[config.mk]
export PLATFORM = sky130hd
export DESIGN_NAME = scr_nrzi_tx
export DESIGN_NICKNAME = d
export VERILOG_FILES = /design/src/rtl/scr_tx_pkg.sv /design/src/rtl/scr_tx_rstsync.sv /design/src/rtl/scr_tx_keygen.sv /design/src/rtl/scr_tx_slot.sv /design/src/rtl/scr_tx_piso.sv /design/src/rtl/scr_nrzi_tx.sv
export SDC_FILE = /design/constraint.sdc
export NUM_CORES = 1
export LEC_CHECK = 0
export BUFFER_PORTS_ARGS = -buffer_cell sky130_fd_sc_hd__buf_2
export CAP_MARGIN = 10
export CORE_ASPECT_RATIO = 0.8
export CORE_MARGIN = 1
export CORE_UTILIZATION = 50
export CTS_BUF_LIST = sky130_fd_sc_hd__clkbuf_4
export DETAILED_ROUTE_END_ITERATION = 12
export PLACE_DENSITY = 0.71
export SETUP_SLACK_MARGIN = 0.05
export SYNTH_ARGS = -nofsm -noshare
export SYNTH_HDL_FRONTEND = slang
export SYNTH_SLANG_ARGS = --single-unit
[constraint.sdc]
create_clock -name clk_i -period 1.35 [get_ports clk_i]
set_input_delay 0.3375 -clock clk_i [delete_from_list [all_inputs] [get_ports clk_i]]
set_output_delay 0.3375 -clock clk_i [all_outputs]
set_load 0.01 [all_outputs]
[src/rtl/scr_tx_pkg.sv]
package scr_tx_pkg;
  localparam int unsigned CG_W    = 5;
  localparam int unsigned KEY_W   = 11;
  localparam int unsigned KEY_TAP = 9;
  localparam logic [CG_W-1:0] CG_IDLE = '1;
  typedef logic [CG_W-1:0] cg_t;
endpackage

[src/rtl/scr_tx_rstsync.sv]
module scr_tx_rstsync #(
  parameter int unsigned STAGES = 2
) (
  input  logic clk_i,
  input  logic rst_ni,
  output logic rst_no
);
  logic [STAGES-1:0] sync_q;

  always_ff @(posedge clk_i or negedge rst_ni) begin
    if (!rst_ni) sync_q <= '0;
    else         sync_q <= {sync_q[STAGES-2:0], 1'b1};
  end

  assign rst_no = sync_q[STAGES-1];
endmodule

[src/rtl/scr_tx_keygen.sv]
module scr_tx_keygen #(
  parameter int unsigned W     = 11,
  parameter int unsigned TAP   = 9,
  parameter int unsigned OUT_W = 5,
  parameter logic [W-1:0] SEED = '1
) (
  input  logic             clk_i,
  input  logic             rst_ni,
  output logic [OUT_W-1:0] key_o
);
  logic [W-1:0] state_q, state_d;

  // next OUT_W key bits, first-produced bit in the MSB
  function automatic logic [OUT_W-1:0] lookahead(input logic [W-1:0] s);
    logic [W-1:0]     t;
    logic             b;
    logic [OUT_W-1:0] r;
    t = s;
    r = '0;
    for (int j = 0; j < OUT_W; j++) begin
      b = t[W-1] ^ t[TAP-1];
      r[OUT_W-1-j] = b;
      t = {t[W-2:0], b};
    end
    return r;
  endfunction

  always_comb begin
    state_d = {state_q[W-2:0], state_q[W-1] ^ state_q[TAP-1]};
  end

  always_ff @(posedge clk_i or negedge rst_ni) begin
    if (!rst_ni) state_q <= SEED;
    else         state_q <= state_d;
  end

  assign key_o = lookahead(state_q);

  AST_KEY_NONZERO: assert property (@(posedge clk_i) disable iff (!rst_ni)
    state_q != '0);
  AST_KEY_ADVANCE: assert property (@(posedge clk_i) disable iff (!rst_ni)
    1'b1 |=> state_q[W-1:1] == $past(state_q[W-2:0]));
endmodule

[src/rtl/scr_tx_slot.sv]
module scr_tx_slot #(
  parameter int unsigned CG_W = 5,
  parameter logic [CG_W-1:0] IDLE = '1
) (
  input  logic            clk_i,
  input  logic            rst_ni,
  input  logic            load_i,
  input  logic [CG_W-1:0] data_i,
  output logic            take_o,
  output logic [CG_W-1:0] group_o,
  output logic            underrun_o
);
  localparam int unsigned CNT_W = $clog2(CG_W);
  localparam logic [CNT_W-1:0] LAST = CNT_W'(CG_W - 1);

  logic [CNT_W-1:0] cnt_q, cnt_d;
  logic             und_q, und_d;

  assign take_o = (cnt_q == LAST);

  always_comb begin
    cnt_d   = take_o ? '0 : cnt_q + CNT_W'(1);
    und_d   = take_o & ~load_i;
    group_o = load_i ? data_i : IDLE;
  end

  always_ff @(posedge clk_i or negedge rst_ni) begin
    if (!rst_ni) begin
      cnt_q <= '0;
      und_q <= 1'b0;
    end else begin
      cnt_q <= cnt_d;
      und_q <= und_d;
    end
  end

  assign underrun_o = und_q;

  AST_SLOT_RANGE: assert property (@(posedge clk_i) disable iff (!rst_ni)
    cnt_q <= LAST);
  AST_TAKE_SPACING: assert property (@(posedge clk_i) disable iff (!rst_ni)
    take_o |=> !take_o);
  AST_UNDERRUN_SLOT: assert property (@(posedge clk_i) disable iff (!rst_ni)
    underrun_o |-> cnt_q == '0);
endmodule

[src/rtl/scr_tx_piso.sv]
module scr_tx_piso #(
  parameter int unsigned CG_W = 5
) (
  input  logic            clk_i,
  input  logic            rst_ni,
  input  logic            load_i,
  input  logic [CG_W-1:0] par_i,
  output logic            line_o
);
  logic [CG_W-1:0] sh_q, sh_d, shifted;
  logic            line_q, line_d;

  for (genvar i = 0; i < CG_W; i++) begin : g_shift
    if (i == 0) begin : g_lsb
      assign shifted[i] = 1'b0;
    end else begin : g_mid
      assign shifted[i] = sh_q[i-1];
    end
  end

  always_comb begin
    sh_d   = load_i ? par_i : shifted;
    line_d = line_q ^ sh_q[CG_W-1];
  end

  always_ff @(posedge clk_i or negedge rst_ni) begin
    if (!rst_ni) begin
      sh_q   <= '0;
      line_q <= 1'b0;
    end else begin
      sh_q   <= sh_d;
      line_q <= line_d;
    end
  end

  assign line_o = line_q;

  AST_SHIFT_FILL: assert property (@(posedge clk_i) disable iff (!rst_ni)
    !load_i |=> sh_q[0] == 1'b0);
endmodule

[src/rtl/scr_nrzi_tx.sv]
module scr_nrzi_tx
  import scr_tx_pkg::*;
#(
  parameter logic [KEY_W-1:0] SEED = 11'h7FF
) (
  input  logic            clk_i,
  input  logic            rst_ni,
  input  logic [CG_W-1:0] cg_data_i,
  input  logic            cg_load_i,
  output logic            cg_take_o,
  output logic            underrun_o,
  output logic            line_o
);
  logic rst_sync_n;
  cg_t  key, group, whitened;
  logic take;

  scr_tx_rstsync #(.STAGES(2)) u_rst (
    .clk_i (clk_i), .rst_ni (rst_ni), .rst_no (rst_sync_n)
  );

  scr_tx_keygen #(.W(KEY_W), .TAP(KEY_TAP), .OUT_W(CG_W), .SEED(SEED)) u_key (
    .clk_i (clk_i), .rst_ni (rst_sync_n), .key_o (key)
  );

  scr_tx_slot #(.CG_W(CG_W), .IDLE(CG_IDLE)) u_slot (
    .clk_i (clk_i), .rst_ni (rst_sync_n), .load_i (cg_load_i),
    .data_i (cg_data_i), .take_o (take), .group_o (group),
    .underrun_o (underrun_o)
  );

  assign whitened = group ^ key;

  scr_tx_piso #(.CG_W(CG_W)) u_piso (
    .clk_i (clk_i), .rst_ni (rst_sync_n), .load_i (take),
    .par_i (whitened), .line_o (line_o)
  );

  assign cg_take_o = take;

  AST_UNDERRUN_NO_TAKE: assert property (@(posedge clk_i) disable iff (!rst_sync_n)
    underrun_o |-> !cg_take_o);
endmodule

==> summary.txt, run 1 <==
Outcome
  • Run status: complete, but fails checks
  • Failing checks: negative setup slack

Placement
  • Final GP Congestion: 0.710
  • Placed cell area: 927 µm²
  • Port bufs: 10
  • DPL Wire Length: 839 µm

Final layout
  • Fin nets: 92
  • Synth-to-layout area growth: 25.0%
  • # diodes: 0
  • Final core area utilization: 71.0%
  • Share of cells above drive strength 1: 50.6%
  • Design area: 0.00104 mm²

Route
  • First-pass DRT Iterations: 4
  • Post-route ant nets: 0
  • WL/cell: 12.7 µm
  • DR vias/cell: 4.42
  • Total wire length: 1290 µm
  • Iteration-0 DRC Markers: 5
  • DRC errors left: 0
  • Vias: 451

Global routing
  • GRT Resource Usage Total: 18.8%
  • Vias in the first global route: 446
  • Initial antenna violation count: 0
  • Grt total ovfl: 0
  • First-pass GRT wire length: 2140 µm
  • Largest net degree at the start of global routing: 13

Yosys
  • Number of synthesized register bits: 23
  • Most area-consuming cells after synthesis: dfrtp_1 (36%), dfstp_2 (35%), xnor2_1 (9.4%)
  • Synth top area share: 35.9%
  • Synth cell types: 14
  • Avg Inst Size Synth: 14.4 µm²
  • Yosys Warn Count: 0
  • Cell accounting for the most synthesized area: dfrtp_1
  • Gate Count Post-Synth: 58
  • Seq/Total Area, Yosys: 70.5%
  • Synth Net Count: 68
  • Mapped cell area: 836 µm²

Power and ir drop
  • Clock power frac: 28.8%
  • Sequential share of power: 64.8%
  • P_int: 0.885 mW
  • Worst vdd ir: 0.000818 V
  • Switching power: 0.239 mW
  • PD cells: 1080 mW/mm²
  • Leakage Power: 0.484 nW
  • Sw Share: 21.3%
  • Comb pwr share: 6.3%

STA
  • Minimum clock period after layout: 1480 ps
  • Final setup fails: 1
  • Fmax: 0.676 GHz
  • Slew Viols, Final: 0
  • Final setup margin: -129 ps
  • Setup Skew: 7.73 ps
  • Final hold violation count: 0
  • RSZ-0062 raised after global routing: yes
  • Final period util: 110%

Setup path
  • Crit path arrival time: 1140 ps
  • Buf/Inv on CP: 3
  • CP endpoint kind: output pin
  • CP cell instances: inv_2 > ha_4 > nand2_4 > inv_4 > buf_6
  • CP peak stage delay: 410 ps
  • Delay-heaviest family, CP: flip-flops
  • CP Max Fanout: 2
  • Critical path's slowest cell: dfrtp_1
  • Critical path launch point type: flop
  • Kind of critical path: reg -> out
  • Critical Path RT: 1010 ps

CTS
  • CTS root buffer: clkbuf_4
  • CTS max path bufs: 2
  • Latest clock arrival within the worst-skew pair: 310 ps
  • CTS tree: built
  • H-tree levels: 1
  • Number of buffers created by CTS: 3
  • Clock transition at the registers of the reported paths: 120 ps
  • Clock sinks: 23

Floorplan
  • Die area: 0.00184 mm²
  • Core area: 0.00147 mm²
  • Die width: 47.7 µm
  • Starting Density: 56.8%
  • Die height: 38.6 µm
  • # IOs: 11
  • Rows: 12

Run
  • MaxCap Viol Count: 0

Min path
  • Hold Crit Class: in -> reg
==> cells in the final DEF (no fill, tap or decap), drive strengths merged <==
cell type,n
conb,1
nor2b,5
dfrtp,12
mux2,2
nand2,4
ha,2
dfstp,11
clkbuf,4
nor2,4
xnor2,9
o21ai,3
xor2,2
dlygate4sd3,1
buf,18
inv,3
==> power groups by stage <==
stage	Combinational (mW)	Sequential, mW	Clock [mW]
4_1_cts	0.0725	0.731	0.342
2_1_floorplan	0.0238	0.751	0
5_1_grt	0.0811	0.735	0.373
3_3_place_gp	0.0675	0.741	0
3_5_place_dp	0.0698	0.743	0
6_report	0.0709	0.729	0.324
==> routing by layer <==
metal | GRT usage, % | share of wire [%] | up-vias
met2 | 26.7 | 46 | 11
met4 | 8.33 | 2.0 | 0
met5 | 0 | 0 | -
li1 | - | - | 220
met3 | 8.41 | 5.0 | 5
met1 | 24.8 | 47 | 215
==> cell families after synthesis <==
kind of cell	Yosys count	share of synthesized area, %
AO/OA/AOI/OAI	3	1.80
XOR/XNOR	11	12.4
adder cells (fa/ha/maj)	2	2.99
buffers and inverters	3	1.35
flip-flops	23	70.5
multiplexers	2	3.14
other	1	0.449
AND/OR/NAND/NOR	13	7.33
==> cells in the mapped netlist <==
master / count
nor2b_1: 5
dfstp_2: 11
ha_1: 2
xor2_2: 1
xor2_1: 1
nor2_1: 4
mux2_4: 1
inv_1: 3
conb_1: 1
mux2_2: 1
o21ai_0: 3
nand2_1: 4
xnor2_1: 9
dfrtp_1: 12
==> per-stage QoR <==
stage               total power, mW  setup slack, ps  setup TNS (ps)  std cells  hold slack, ps
finish                         1.12             -129            -129        102             232
global route                   1.19             -195            -201        102             221
CTS                            1.14             -168            -236        102             226
detailed placement            0.813             95.1               0         91             125
global placement              0.809              112               0         91             123
floorplan                     0.775             78.4               0         58            41.9
==> final timing paths <==
| path | start | end | slack (ps) | depth (start not counted) |
|---|---|---|---|---|
| worst min register to register | u_rst.sync_q[0]$_DFF_PN0_ | u_rst.sync_q[1]$_DFF_PN0_ | 360 | 0 |
| max in group asynchronous | u_rst.sync_q[1]$_DFF_PN0_ | u_slot.cnt_q[0]$_DFF_PN0_ | 700 | 1 |
| worst max-delay path | u_slot.cnt_q[1]$_DFF_PN0_ | cg_take_o | -130 | 5 |
| min in group asynchronous | rst_ni | u_rst.sync_q[0]$_DFF_PN0_ | 330 | 2 |
| worst min-delay path | cg_load_i | u_slot.underrun_o$_DFF_PN0_ | 230 | 2 |
| worst max register to register | u_slot.cnt_q[1]$_DFF_PN0_ | u_piso.sh_q[4]$_DFF_PN0_ | 30 | 7 |
==> flip-flops by register name, indices dropped and copies added, names as in the netlist <==
signal / cells
u_rst.sync_q: 2
u_slot.cnt_q: 3
u_piso.sh_q: 5
u_piso.line_o: 1
u_key.state_q: 11
u_slot.underrun_o: 1
==> timing repair <==
item,4_1_cts,5_1_grt
resized for setup,5,6
pin swaps,2,1
setup buffers,6,2
hold buffers,1,0
endpoints found under the hold margin,2,0
endpoints found under the setup margin,1,4
==> final cells by class <==
| class | instances | area [µm²] |
|---|---|---|
| Clock buffer | 4 | 30.0 |
| Inverter | 3 | 13.8 |
| Sequential cell | 23 | 589 |
| Timing Repair Buffer | 19 | 130 |
| Multi-Input combinational cell | 32 | 255 |
| Fill cell | 103 | 427 |
| Tap cell | 21 | 26.3 |
==> worst reg2reg max path: stages, from the launching register on <==
cell and delay [ps]:
dfrtp_1 380, inv_2 50, ha_4 160, nand2_4 70, inv_4 40, buf_4 120
buf_6 110, mux2_4 280
Note: power is estimated with default switching activity, not from simulation.
==> run 2, diff against run 1 <==
--- a/config.mk
+++ b/config.mk
@@ -5,6 +5,7 @@
 export SDC_FILE = /design/constraint.sdc
 export NUM_CORES = 1
 export LEC_CHECK = 0
+export ABC_AREA = 1
 export BUFFER_PORTS_ARGS = -buffer_cell sky130_fd_sc_hd__buf_2
 export CAP_MARGIN = 10
 export CORE_ASPECT_RATIO = 0.8
@@ -12,7 +13,7 @@
 export CORE_UTILIZATION = 50
 export CTS_BUF_LIST = sky130_fd_sc_hd__clkbuf_4
 export DETAILED_ROUTE_END_ITERATION = 12
-export PLACE_DENSITY = 0.71
+export PLACE_DENSITY = 0.7
 export SETUP_SLACK_MARGIN = 0.05
 export SYNTH_ARGS = -nofsm -noshare
 export SYNTH_HDL_FRONTEND = slang
==> run 2 against run 1 <==
The flow still finishes with violations (negative setup slack). Maximum frequency is 1.3% lower. Sequential cell count stayed put. Sequential share of layout area is 3.0 points lower. Combinational power is 14% higher. Synthesized cell count is 66% higher. Setup slack worse by 19 ps. Count of clock-buffer cells in the layout stayed put. Worst hold slack worse by 19 ps. Final cell count is 36% higher. Design area is 5.6% higher. Non-clock buffer count is 2 lower. Die area is 9.8% higher. Critical endpoint unchanged. Largest power group unchanged.
==> summary.txt, run 2 <==
Outcome
  • Run status: complete, but fails checks
  • Failing checks: negative setup slack

Yosys
  • Largest family of logic cells by synthesized area: simple AND/OR/NAND/NOR gates
  • Synth cell types: 16 (+2)
  • Post-Synth Simple-Gate Area: 22.4% (+15 points)
  • Post-synthesis xor/xnor area fraction: 1.90% (-11 points)
  • Mux cell area share after synthesis: 0% (-3.1 points)
  • Most area-consuming cells after synthesis: dfrtp_1 (33%), dfstp_2 (31%), nand2_1 (13%)
  • Number of synthesized register bits: 23 (unchanged)
  • Post-synth EDFFs: 0 (unchanged)
  • Compound-Gate Fraction of Synth Area: 0.543% (-1.3 points)
  • Seq/Total Area, Yosys: 63.9% (-6.6 points)
  • Primary FF master, synth: dfrtp_1
  • Post-synth top cells: nand2_1 (32), inv_1 (16), dfrtp_1 (12)
  • Top-count cell post-synth: nand2_1
  • Async SR Flop Fraction: 100% (unchanged)
  • Synth Area in Adders: 2.71% (-0.28 points)
  • Mapped cell area: 922 µm² (+10%)
  • Synth Net Count: 106 (+56%)
  • Synth top area share: 32.6% (-3.4 points)
  • Avg Inst Size Synth: 9.61 µm² (-33%)
  • Cell accounting for the most synthesized area: dfrtp_1
  • Gate Count Post-Synth: 96 (+66%)
  • Yosys Warn Count: 0 (unchanged)

STA
  • Fin Hold WS: 213 ps (-19.0 ps)
  • RSZ-0062 raised after global routing: yes
  • Final hold violation count: 0 (unchanged)
  • Fin Setup TNS: -148 ps (-19.1 ps)
  • Fmax: 0.668 GHz (-1.3%)
  • Final setup fails: 1 (unchanged)
  • Final setup margin: -148 ps (-19.1 ps)
  • Final period util: 111% (+1.4 points)
  • Setup Skew: 2.93 ps (-4.80 ps)
  • Minimum clock period after layout: 1500 ps (+19.1 ps)
  • Slew Viols, Final: 0 (unchanged)

CTS
  • H-tree levels: 1 (unchanged)
  • CTS tree: built
  • CTS max path bufs: 2 (unchanged)
  • Number of buffers created by CTS: 3 (unchanged)
  • Clock sinks: 23 (unchanged)
  • CTS root buffer: clkbuf_4
  • Latest clock arrival within the worst-skew pair: 310 ps (about the same)
  • Clock transition at the registers of the reported paths: 120 ps (about the same)

Floorplan
  • # IOs: 11 (unchanged)
  • Core area: 0.00168 mm² (+14%)
  • Rows: 13 (+1)
  • Starting Density: 55.0% (-1.8 points)
  • Die area: 0.00202 mm² (+9.8%)
  • Die width: 50.0 µm (+4.8%)
  • Die height: 40.4 µm (+4.8%)

Route
  • Iteration-0 DRC Markers: 30 (+25)
  • Vias: 669 (+48%)
  • DR vias/cell: 4.81 (+8.9%)
  • Total wire length: 1520 µm (+18%)
  • Post-route ant nets: 0 (unchanged)
  • DRC errors left: 0 (unchanged)
  • First-pass DRT Iterations: 5 (+1)
  • WL/cell: 11.0 µm (-13%)

Final layout
  • Top Registers: u_key.state_q x11, u_piso.sh_q x5, u_slot.cnt_q x3
  • Design area: 0.00110 mm² (+5.6%)
  • # diodes: 0 (unchanged)
  • Commonest non-fill, non-tap cell in the layout: nand2_1
  • Final core area utilization: 65.9% (-5.1 points)
  • Commonest cells after routing, fill and taps aside: nand2_1 (32), inv_1 (16), dfrtp_1 (12)
  • Final std cells w/o fill: 139 (+36%)
  • Top reg by flops: u_key.state_q
  • Max FFs per register: 11 (unchanged)
  • Share of cells above drive strength 1: 31.6% (-19 points)
  • Fin nets: 128 (+39%)
  • Synth-to-layout area growth: 19.7%

Power and ir drop
  • Worst vdd ir: 0.000774 V (-5.4%)
  • PD cells: 1030 mW/mm² (-4.1%)
  • Power Total: 1.14 mW (+1.3%)
  • Leakage Power: 0.593 nW (+22%)

Setup path
  • Critical path launch point type: flop
  • Delay-heaviest family, CP: flip-flops
  • Crit path arrival time: 1160 ps (+20 ps)
  • CP cell instances: inv_1 > ha_2 > nand2_4 > inv_8 > buf_6
  • Kind of critical path: reg -> out
  • Critical Path RT: 1010 ps (about the same)
  • Buf/Inv on CP: 3 (unchanged)
  • Critical path's slowest cell: dfrtp_1
  • CP Max Fanout: 2 (unchanged)
  • Reg2Reg Depth: 8 (+1)
  • Critical Path Stages: 5 (unchanged)
  • CP endpoint kind: output pin
  • CP peak stage delay: 400 ps (about the same)

Global routing
  • GRT Resource Usage Total: 17.9% (-0.94 points)
  • Vias in the first global route: 563 (+26%)
  • Grt met3 use: 8.33% (-0.078 points)
  • Largest net degree at the start of global routing: 22 (+9)
  • GR Util met1: 21.8% (-3.0 points)
  • Met2 Track Usage GR: 28.7% (+2.0 points)
  • Grt total ovfl: 0 (unchanged)
  • First-pass GRT wire length: 2440 µm (+14%)
  • GRT busiest layer: met2
  • Initial antenna violation count: 0 (unchanged)

Placement
  • Inst Count DP: 130 (+43%)
  • DPL Wire Length: 1060 µm (+26%)
  • Final GP Congestion: 0.801 (+13%)
  • Placed cell area: 0.00101 mm² (+9.4%)
  • Port bufs: 10 (unchanged)
  • Pre-CTS setup slack: 104 ps (+8.72 ps)

Run
  • MaxCap Viol Count: 0 (unchanged)

Min path
  • Hold Crit Class: reg -> async
[run 2: cell count changes after synthesis, moves of 3 or more]
cell | previous run | this run
inv_1 | 3 | 16
nand2_1 | 4 | 32
nand3_1 | 0 | 9
nor2b_1 | 5 | 0
o21ai_0 | 3 | 0
xnor2_1 | 9 | 1
[run 2: power breakdown]
| part | switching [mW] | total [mW] | internal [mW] |
|---|---|---|---|
| Clock | 0.199 | 0.335 | 0.136 |
| Sequential | 0.0113 | 0.723 | 0.712 |
| Combinational | 0.0474 | 0.0810 | 0.0336 |
[run 2: kinds of logic (layout without fill, tap and decap cells)]
logic type               count (synthesis)  after routing
buffers and inverters                   18             39
XOR/XNOR                                 2              2
AO/OA/AOI/OAI                            1              1
other                                    1              1
adder cells (fa/ha/maj)                  2              2
flip-flops                              23             23
AND/OR/NAND/NOR                         49             49
[run 2: final timing paths]
| check | from | endpoint | slack, ps |
|---|---|---|---|
| min in group clk_i | cg_load_i | u_slot.underrun_o$_DFF_PN0_ | 270 |
| max in group asynchronous | u_rst.sync_q[1]$_DFF_PN0_ | u_key.state_q[5]$_DFF_PN1_ | 870 |
| worst min register to register | u_rst.sync_q[1]$_DFF_PN0_ | u_slot.cnt_q[0]$_DFF_PN0_ | 210 |
| worst max register to register | u_slot.cnt_q[1]$_DFF_PN0_ | u_piso.sh_q[3]$_DFF_PN0_ | 120 |
| worst max-delay path | u_slot.cnt_q[1]$_DFF_PN0_ | cg_take_o | -150 |
| worst min-delay path | u_rst.sync_q[1]$_DFF_PN0_ | u_slot.cnt_q[0]$_DFF_PN0_ | 210 |
[run 2: cell type report]
class	instances	area, µm²
inverters	18	75.1
well taps	22	27.5
repair buffers	17	111
flip-flops and latches	23	589
multi-input cells	55	270
clock buffers	4	30.0
fillers	134	572
[run 2: metal layers]
metal | share of wire (%) | routed length [µm]
met5 | 0 | 0
met4 | 0.52 | 8
met3 | 7.2 | 109
met2 | 46 | 705
met1 | 46 | 701
[run 2: what timing repair did]
item,4_1_cts,5_1_grt
resized for setup,3,1
pin swaps,1,1
setup endpoints to repair,1,1
hold endpoints to repair,2,0
hold buffers,1,0
buffers inserted,2,2
gates cloned,0,0
==> run 3, diff against run 2 <==
==> constraint.sdc (replaced) <==
create_clock -name clk_i -period 1.45 [get_ports clk_i]
set_input_delay 0.3625 -clock clk_i [delete_from_list [all_inputs] [get_ports clk_i]]
set_output_delay 0.3625 -clock clk_i [all_outputs]
set_load 0.01 [all_outputs]
==> run 3 against run 2 <==
Sequential cell count unchanged. Non-clock buffer count decreased by 1. First-iteration DRC count decreased by 77%. Core utilization decreased by 0.75 points. Design area decreased by 1.1%. Final cell count decreased by 0.72%. The run still ends with negative setup slack left. Setup slack improved by 60 ps. Register-to-register slack improved by 190 ps.
==> summary.txt, run 3 (synthesis gave the netlist of run 2 again) <==
Outcome
  • Run status: complete, but fails checks
  • Failing checks: negative setup slack

Setup path
  • CP Max Fanout: 2 (unchanged)
  • Crit path to: cg_take_o
  • Crit path arrival time: 1180 ps (+20 ps)
  • Reg2Reg Launch Point: u_slot.cnt_q[0]$_DFF_PN0_
  • Delay-heaviest family, CP: flip-flops
  • Critical Path RT: 1090 ps (+80 ps)
  • CP peak stage delay: 400 ps (about the same)
  • Critical path launch point type: flop
  • Critical path origin: u_slot.cnt_q[0]$_DFF_PN0_
  • Reg2Reg Depth: 7 (-1)
  • Critical path's slowest cell: dfrtp_1
  • Kind of critical path: reg -> out
  • Critical Path Stages: 5 (unchanged)
  • RR Endpoint: u_piso.sh_q[4]$_DFF_PN0_
  • CP endpoint kind: output pin
  • CP cell instances: inv_1 > ha_2 > nand2_4 > inv_8 > buf_6
  • R2R Setup Slk: 310 ps (+190 ps)
  • Buf/Inv on CP: 3 (unchanged)

STA
  • Final setup margin: -88.1 ps (+59.7 ps)
  • Setup Skew: 2.97 ps (+0.0423 ps)
  • Fmax: 0.650 GHz
  • RSZ-0062 raised after global routing: yes
  • Minimum clock period after layout: 1540 ps
  • Final setup fails: 1 (unchanged)
  • Final period util: 106%
  • Slew Viols, Final: 0 (unchanged)
  • Final hold violation count: 0 (unchanged)
  • Fin Setup TNS: -88.1 ps (+59.7 ps)

Global routing
  • GRT Resource Usage Total: 17.0% (-0.95 points)
  • Initial antenna violation count: 0 (unchanged)
  • Grt total ovfl: 0 (unchanged)
  • First-pass GRT wire length: 2280 µm (-6.8%)
  • Largest net degree at the start of global routing: 22 (unchanged)
  • Vias in the first global route: 540 (-4.1%)

Placement
  • Port bufs: 10 (unchanged)
  • Final GP Congestion: 0.817 (+2.0%)
  • Pre-CTS setup slack: 132 ps (+28.6 ps)
  • DPL Wire Length: 1070 µm (+1.3%)

Route
  • DRC errors left: 0 (unchanged)
  • Total wire length: 1510 µm (-1.2%)
  • Iteration-0 DRC Markers: 7 (-77%)
  • DR vias/cell: 4.67 (-3.0%)
  • WL/cell: 10.9 µm (-0.53%)
  • Post-route ant nets: 0 (unchanged)
  • Vias: 644 (-3.7%)
  • First-pass DRT Iterations: 4 (-1)

CTS
  • CTS tree: built
  • Latest clock arrival within the worst-skew pair: 300 ps (about the same)
  • Clock transition at the registers of the reported paths: 110 ps (about the same)
  • H-tree levels: 1 (unchanged)
  • CTS max path bufs: 2 (unchanged)
  • Clock sinks: 23 (unchanged)
  • Number of buffers created by CTS: 3 (unchanged)
  • CTS root buffer: clkbuf_4

Final layout
  • Share of cells above drive strength 1: 30.2% (-1.5 points)
  • Commonest non-fill, non-tap cell in the layout: nand2_1
  • Max FFs per register: 11 (unchanged)
  • # diodes: 0 (unchanged)
  • Top reg by flops: u_key.state_q
  • Top Registers: u_key.state_q x11, u_piso.sh_q x5, u_slot.cnt_q x3
  • Commonest cells after routing, fill and taps aside: nand2_1 (32), inv_1 (16), dfrtp_1 (12)
  • Synth-to-layout area growth: 18.3%
  • Fin nets: 127 (-0.78%)

Floorplan
  • # IOs: 11 (unchanged)
  • Die width: 50.0 µm (unchanged)
  • Starting Density: 55.0% (unchanged)
  • Die height: 40.4 µm (unchanged)
  • Rows: 13 (unchanged)
  • Die area: 0.00202 mm² (unchanged)
  • Core area: 0.00168 mm² (unchanged)

Power and ir drop
  • Leakage Power: 0.588 nW (-0.95%)
  • PD cells: 960 mW/mm² (-7.0%)
  • Worst vdd ir: 0.000709 V (-8.3%)

Min path
  • Hold Crit Class: reg -> async

Run
  • MaxCap Viol Count: 0 (unchanged)
## run 3: changes by cell type in the layout (fill, tap and decap cells not counted), sizes merged
cell  before  now
buf       16   15
## run 3: stage by stage
step / area [µm²] / util, % / power [mW] / hold WS, ps / cells
after floorplan: 922 / - / 0.721 / 66.9 / 96
after global placement: 1010 / 60.1 / 0.755 / 148 / 129
after detailed placement: 1010 / 60.1 / 0.760 / 150 / 129
after CTS: 1090 / 65.1 / 1.06 / 223 / 138
after global routing: 1090 / 65.1 / 1.11 / 243 / 138
final: 1090 / 65.1 / 1.05 / 215 / 138
## run 3: timing repair
action | 4_1_cts | 5_1_grt
setup endpoints to repair | 1 | 1
hold buffers | 1 | 0
setup buffers | 4 | 0
endpoints found under the hold margin | 2 | 0
gates resized for setup | 3 | 0
pin swaps | 2 | 0
## run 3: where the power goes
part           switching [mW]  leakage, nW  internal (mW)
Clock                   0.171       0.0184          0.126
Sequential             0.0106        0.258          0.663
Combinational          0.0455        0.311         0.0312
Total                   0.227        0.588          0.820
## run 3: worst min-delay path by stage
stage / slack [ps] / cells after the start / to
floorplan: 70 / 0 / u_rst.sync_q[0]$_DFF_PN0_
global placement: 150 / 1 / u_rst.sync_q[0]$_DFF_PN0_
detailed placement: 150 / 1 / u_rst.sync_q[0]$_DFF_PN0_
CTS: 220 / 1 / u_slot.cnt_q[2]$_DFF_PN0_
global route: 240 / 1 / u_slot.cnt_q[2]$_DFF_PN0_
finish: 210 / 1 / u_piso.sh_q[3]$_DFF_PN0_
## run 3: final cells by class
| type | count | area [µm²] |
|---|---|---|
| inverter | 18 | 75.1 |
| tap | 22 | 27.5 |
| sequential | 23 | 589 |
| fill | 142 | 584 |
| clock buffer | 4 | 30.0 |
| multi-input combinational | 55 | 265 |
| timing repair buffer | 16 | 104 |
## run 3: metal layers
metal	wire [µm]	track usage, %	vias to the layer above	part of all wire (%)
met5	0	0	-	0
met4	9	4.29	0	0.60
met3	66	7.95	2	4.4
met2	697	27.0	12	46
met1	731	21.2	307	49
li1	-	-	323	-
